File: config.mk
export PLATFORM = sky130hd
export DESIGN_NAME = optreset_wdog
export DESIGN_NICKNAME = d
export VERILOG_FILES = /design/src/rtl/optreset_pkg.sv /design/src/rtl/optreset_ctrl.sv /design/src/rtl/optreset_datapath.sv /design/src/rtl/optreset_wdog.sv
export SDC_FILE = /design/constraint.sdc
export NUM_CORES = 1
export LEC_CHECK = 0
export ABC_AREA = 1
export BUFFER_PORTS_ARGS = -buffer_cell sky130_fd_sc_hd__buf_2
export CORE_AREA = 2 2 46 52
export DETAILED_ROUTE_END_ITERATION = 16
export DIE_AREA = 0 0 48 54
export HOLD_SLACK_MARGIN = 0.1
export PLACE_DENSITY = 0.76
export SETUP_SLACK_MARGIN = 0.1
export SYNTH_ARGS = -nofsm -noshare
export SYNTH_HDL_FRONTEND = slang
export SYNTH_SLANG_ARGS = --single-unit
File: constraint.sdc
create_clock -name clk -period 4.7 [get_ports clk]
set_clock_uncertainty 0.1 [all_clocks]
set_input_delay 0.235 -clock clk [delete_from_list [all_inputs] [get_ports clk]]
set_output_delay 0.235 -clock clk [all_outputs]
set_load 0.05 [all_outputs]
File: src/rtl/optreset_pkg.sv
package optreset_pkg;

  localparam int OPT_W       = 8;
  localparam int BIT_FACTORY = 7;
  localparam int BIT_PROTECT = 6;
  localparam int BIT_HOLE    = 5;
  localparam int BIT_RTIME   = 4;
  localparam int BIT_WDRST   = 3;
  localparam int BIT_WDWAIT  = 2;

  // Bits that exist in storage; the others always read as zero.
  localparam logic [OPT_W-1:0] KEEP_MASK =
    ~((OPT_W'(1) << BIT_FACTORY) | (OPT_W'(1) << BIT_HOLE));

  // Strobes handed from control to datapath each cycle.
  typedef struct packed {
    logic startHold;    // reload the stretch counter
    logic holdShort;    // length choice captured at the reload
    logic armUpdate;    // a reset event re-decides the watchdog arm state
    logic armValue;     // arm state to capture
    logic extActive;    // external reset request this cycle
    logic writeAccept;  // configuration byte takes the write data
  } ctlStrobes_t;

endpackage

File: src/rtl/optreset_ctrl.sv
module optreset_ctrl
  import optreset_pkg::*;
(
  input  logic        porPulse,
  input  logic        extRstReq,
  input  logic        bootMode,
  input  logic        optWrEn,
  input  logic        cfgShortHold,
  input  logic        cfgWdAfterRst,
  output ctlStrobes_t strobes
);

  always_comb begin
    strobes             = '0;
    strobes.startHold   = porPulse;
    strobes.holdShort   = cfgShortHold;
    strobes.armUpdate   = porPulse | extRstReq;
    // Bootloader entry never arms the watchdog.
    strobes.armValue    = cfgWdAfterRst & ~bootMode;
    strobes.extActive   = extRstReq;
    strobes.writeAccept = optWrEn & bootMode;
  end

endmodule

File: src/rtl/optreset_datapath.sv
module optreset_datapath
  import optreset_pkg::*;
#(
  parameter logic [7:0] PRESET     = 8'h00,
  parameter int         SHORT_HOLD = 16,
  parameter int         LONG_HOLD  = 4064
)(
  input  logic             clk,
  input  ctlStrobes_t      strobes,
  input  logic [OPT_W-1:0] optWrData,
  input  logic             bootMode,
  input  logic             waitMode,
  output logic             rstOutN,
  output logic             wdogEn,
  output logic             memWrProtect,
  output logic [OPT_W-1:0] optRdData,
  output logic             cfgShortHold,
  output logic             cfgWdAfterRst
);

  localparam int MAX_HOLD = (SHORT_HOLD > LONG_HOLD) ? SHORT_HOLD : LONG_HOLD;
  localparam int CNT_W    = $clog2(MAX_HOLD + 1);
  localparam logic [CNT_W-1:0] SHORT_LOAD = CNT_W'(SHORT_HOLD);
  localparam logic [CNT_W-1:0] LONG_LOAD  = CNT_W'(LONG_HOLD);

  // Nonvolatile byte: only the preset gives it a value; no reset clears it.
  logic [OPT_W-1:0] nvByte = PRESET & KEEP_MASK;
  logic [CNT_W-1:0] holdCnt = '0;
  logic             extHold = 1'b0;
  logic             wdArmed = 1'b0;
  logic             waitBlock;

  always_ff @(posedge clk) begin
    if (strobes.writeAccept) nvByte <= optWrData & KEEP_MASK;
  end

  always_ff @(posedge clk) begin
    if (strobes.startHold)
      holdCnt <= strobes.holdShort ? SHORT_LOAD : LONG_LOAD;
    else if (holdCnt != '0)
      holdCnt <= holdCnt - CNT_W'(1);
  end

  always_ff @(posedge clk) begin
    extHold <= strobes.extActive;
    if (strobes.armUpdate) wdArmed <= strobes.armValue;
  end

  assign cfgShortHold  = nvByte[BIT_RTIME];
  assign cfgWdAfterRst = nvByte[BIT_WDRST];
  assign optRdData     = nvByte & KEEP_MASK;
  assign memWrProtect  = nvByte[BIT_PROTECT];
  assign rstOutN       = (holdCnt == '0) & ~extHold;
  assign waitBlock     = waitMode & ~nvByte[BIT_WDWAIT];
  assign wdogEn        = wdArmed & rstOutN & ~bootMode & ~waitBlock;

  // without an accepted write the byte keeps its value
  a_r3_byte_holds: assert property (@(posedge clk) disable iff (strobes.startHold)
    !strobes.writeAccept |=> $stable(nvByte));

  // a running stretch counts down by one each cycle
  a_r5_count_down: assert property (@(posedge clk) disable iff (strobes.startHold)
    (holdCnt != '0) |=> (holdCnt == $past(holdCnt) - CNT_W'(1)));

  // with no stretch and no request, reset is released the next cycle
  a_r8_ext_release: assert property (@(posedge clk) disable iff (strobes.startHold)
    (!strobes.extActive && holdCnt <= CNT_W'(1)) |=> rstOutN);

  // protect output follows bit 6 of an accepted write
  a_r12_protect_follows: assert property (@(posedge clk) disable iff (strobes.startHold)
    strobes.writeAccept |=> (memWrProtect == $past(optWrData[BIT_PROTECT])));

endmodule

File: src/rtl/optreset_wdog.sv
module optreset_wdog
  import optreset_pkg::*;
#(
  parameter logic [7:0] PRESET     = 8'h00,
  parameter int         SHORT_HOLD = 16,
  parameter int         LONG_HOLD  = 4064
)(
  input  logic       clk,
  input  logic       porPulse,
  input  logic       extRstReq,
  input  logic       bootMode,
  input  logic       waitMode,
  input  logic       optWrEn,
  input  logic [7:0] optWrData,
  output logic       rstOutN,
  output logic       wdogEn,
  output logic       memWrProtect,
  output logic [7:0] optRdData
);

  ctlStrobes_t strobes;
  logic        cfgShortHold;
  logic        cfgWdAfterRst;

  optreset_ctrl u_ctrl (
    .porPulse      (porPulse),
    .extRstReq     (extRstReq),
    .bootMode      (bootMode),
    .optWrEn       (optWrEn),
    .cfgShortHold  (cfgShortHold),
    .cfgWdAfterRst (cfgWdAfterRst),
    .strobes       (strobes)
  );

  optreset_datapath #(
    .PRESET     (PRESET),
    .SHORT_HOLD (SHORT_HOLD),
    .LONG_HOLD  (LONG_HOLD)
  ) u_dp (
    .clk           (clk),
    .strobes       (strobes),
    .optWrData     (optWrData),
    .bootMode      (bootMode),
    .waitMode      (waitMode),
    .rstOutN       (rstOutN),
    .wdogEn        (wdogEn),
    .memWrProtect  (memWrProtect),
    .optRdData     (optRdData),
    .cfgShortHold  (cfgShortHold),
    .cfgWdAfterRst (cfgWdAfterRst)
  );

  // a reset edge taken in bootloader mode leaves the watchdog off
  a_r10_boot_no_arm: assert property (@(posedge clk) disable iff (porPulse)
    (bootMode && extRstReq) |=> !wdogEn);

endmodule

==> impl_metrics.json <==
{
  "run_status": "complete, no violations",
  "place.port_buffers": 20,
  "synth.cell_area_um2": 1090,
  "grt_start_max_net_pins": 13,
  "detail_route.drc_violations": 0,
  "post_place_cells": 159,
  "min_path_cells": 2,
  "cap_viol_max_count": 0,
  "gr-usage-met1": 0.172,
  "setup_viol": 0,
  "fmax_mhz": 461,
  "detailed_place_hpwl_um": 1400,
  "gp_routability_congestion": 0.746,
  "drtPass1Iterations": 4,
  "grt_busiest_layer": "met2",
  "numCtsBuffers": 3,
  "cts_post_setup_buffers_inserted": 0,
  "ys.warnings.count": 0,
  "clock_insertion_delay_worst_skew_ns": 0.31,
  "die-width_um": 48,
  "fp.dieH_um": 54,
  "multi_input_area_um2": 415,
  "vias_per_cell": 4.85,
  "timing.setup.tns_ns": 0,
  "groute.layer.met2.usage": 0.313,
  "synth_cell_types": 25,
  "clkSinkCount": 20,
  "period_share": 0.461,
  "wl_per_cell_um": 11.7,
  "final_cell_area_um2": 1320,
  "power_leakage_nw": 0.598,
  "htree_levels": 1,
  "pwr_density_cell_nw_per_um2": 363,
  "synth_seq_area_share": 0.539,
  "worstRegToRegCells": 5,
  "worst-slew-pin-transition_ns": 0.667,
  "track_usage": 0.176,
  "syn_inst": 113,
  "dr.first_iter.drc_count": 24,
  "area_delta_synth_final_pct": 20.7,
  "initial_antenna_violation_count": 0,
  "placeableCoreArea_um2": 2140,
  "critical_path_class": "flip-flop to output pin",
  "slew_headroom": 0.554,
  "vias": 825,
  "max-vdd-ir-drop_mv": 0.269,
  "cts_tree": "done",
  "crit_arrival_ns": 1.83,
  "layoutNonFillerInstCount": 170,
  "timing.critical_path.from_type": "flip-flop",
  "clock_tree.buffer_depth": 2,
  "final_antenna_net_count": 0,
  "report.final.hold_viol_count": 0,
  "initial_utilization": 0.512,
  "dieArea_um2": 2590,
  "totalWireLength_um": 1990,
  "met3_usage": 0.0403,
  "finalMaxSlewViolations": 0,
  "timing.critical_path.fanout_max": 4,
  "top_level_ports": 25,
  "placement.cell_area_um2": 1200,
  "yosys_register_bits": 20,
  "crit_required_ns": 4.37,
  "insertedDiodeCount": 0,
  "seqCellArea_um2": 591,
  "final.min_clock_period_ns": 2.17,
  "num_rows": 18,
  "first_global_vias": 797,
  "syn_avg_cell_area_um2": 9.69,
  "nNetsFinal": 156,
  "root_buffer": "clkbuf_4",
  "cts.reportedPaths.clkPinSlew_ns": 0.13,
  "final_layout_size_suffix_gt1_frac": 0.279,
  "grt_first_pass_wirelength_um": 3090,
  "grt.overflow.total": 0,
  "rsz0062_at_grt": "no",
  "cp-end-kind": "output pin",
  "fillerInstances": 183,
  "worst_min_delay_path_class": "primary input to flip-flop"
}
-- cells in the final DEF, fill, tap and decap left out, types with 3 or more instances in the layout --
| cell type | n |
|---|---|
| a21oi_1 | 5 |
| nand2_1 | 28 |
| dlygate4sd3_1 | 7 |
| nor2_1 | 10 |
| clkbuf_4 | 3 |
| buf_2 | 20 |
| inv_1 | 12 |
| nor2_4 | 5 |
| o21ai_1 | 4 |
| edfxtp_1 | 19 |
| nand3_1 | 6 |
-- flip-flops by register name, summed over array words and instances (netlist names) --
name          cells
u_dp.wdArmed      1
u_dp.extHold      1
u_dp.nvByte       6
u_dp.holdCnt     12
-- worst max-delay path: stages (launching register included) --
cell      delay, ns
edfxtp_1       0.43
inv_2          0.12
ha_1           0.19
nand2_1        0.12
nor2_4         0.17
nand3_2        0.10
nor3_2         0.10
buf_2          0.28
-- cells by family (layout without fill, tap and decap cells) --
| family | after synthesis | in the layout | share of synthesized area |
|---|---|---|---|
| DFF | 20 | 20 | 0.539 |
| buffers and inverters | 19 | 45 | 0.0846 |
| adders and majority gates | 1 | 1 | 0.0114 |
| AOI/OAI and AO/OA | 10 | 10 | 0.0480 |
| other | 1 | 2 | 0.00343 |
| and+or+nand+nor | 62 | 62 | 0.313 |
-- power by group --
part           switching (mW)  leakage [nW]  internal (mW)  total, mW
clock                  0.0567        0.0279         0.0863      0.143
combinational          0.0662         0.361         0.0353      0.102
sequential             0.0180         0.209          0.217      0.235
total                   0.141         0.598          0.339      0.480
-- cell type report --
type | count | share of cell area
clock buffer | 3 | 0.0170
clock inverter | 1 | 0.0227
inverter | 14 | 0.0417
multi-input combinational | 75 | 0.314
sequential | 20 | 0.447
tap | 30 | 0.0284
timing repair buffer | 27 | 0.129
-- through the flow --
step | hold slack (ns) | utilization | worst slack [ns] | power, mW
6_report | 0.116 | 0.618 | 2.53 | 0.480
5_1_grt | 0.123 | 0.618 | 2.38 | 0.496
4_1_cts | 0.114 | 0.618 | 2.53 | 0.479
3_5_place_dp | 0.252 | 0.560 | 2.58 | 0.337
3_3_place_gp | 0.248 | 0.560 | 2.59 | 0.333
2_1_floorplan | 0.163 | - | 2.72 | 0.318
-- routing by layer --
| metal | vias to the layer above | part of all wire |
|---|---|---|
| li1 | 420 | - |
| met5 | - | 0 |
| met1 | 374 | 0.40 |
| met2 | 25 | 0.53 |
| met3 | 6 | 0.045 |
| met4 | 0 | 0.029 |
-- Yosys cell counts (all sizes together) --
library cell / instances / area share
or2: 3 / 0.017
dfxtp: 1 / 0.018
ha: 1 / 0.011
edfxtp: 19 / 0.52
nor2: 17 / 0.11
buf: 5 / 0.034
nand3: 7 / 0.037
inv: 14 / 0.050
nor3: 1 / 0.0091
conb: 1 / 0.0034
a21oi: 5 / 0.023
nand2: 31 / 0.12
nand3b: 1 / 0.0069
o21ai: 4 / 0.018
o21bai: 1 / 0.0069
nand4: 2 / 0.011
-- what timing repair did --
item,CTS,global route
resized for setup,0,0
hold buffers,7,0
endpoints found under the setup margin,0,0
hold endpoints to repair,7,0
-- final timing paths --
check	slack (ns)	from	endpoint
worst max register to register	2.57	u_dp.holdCnt[0]$_SDFFCE_PP0P_	u_dp.holdCnt[11]$_DFFE_PP_
worst min-delay path	0.12	bootMode	u_dp.wdArmed$_DFFE_PP_
worst min register to register	0.47	u_dp.nvByte[3]$_DFFE_PP_	u_dp.wdArmed$_DFFE_PP_
worst max-delay path	2.53	u_dp.holdCnt[0]$_SDFFCE_PP0P_	wdogEn
(Power assumes the default switching activity.)
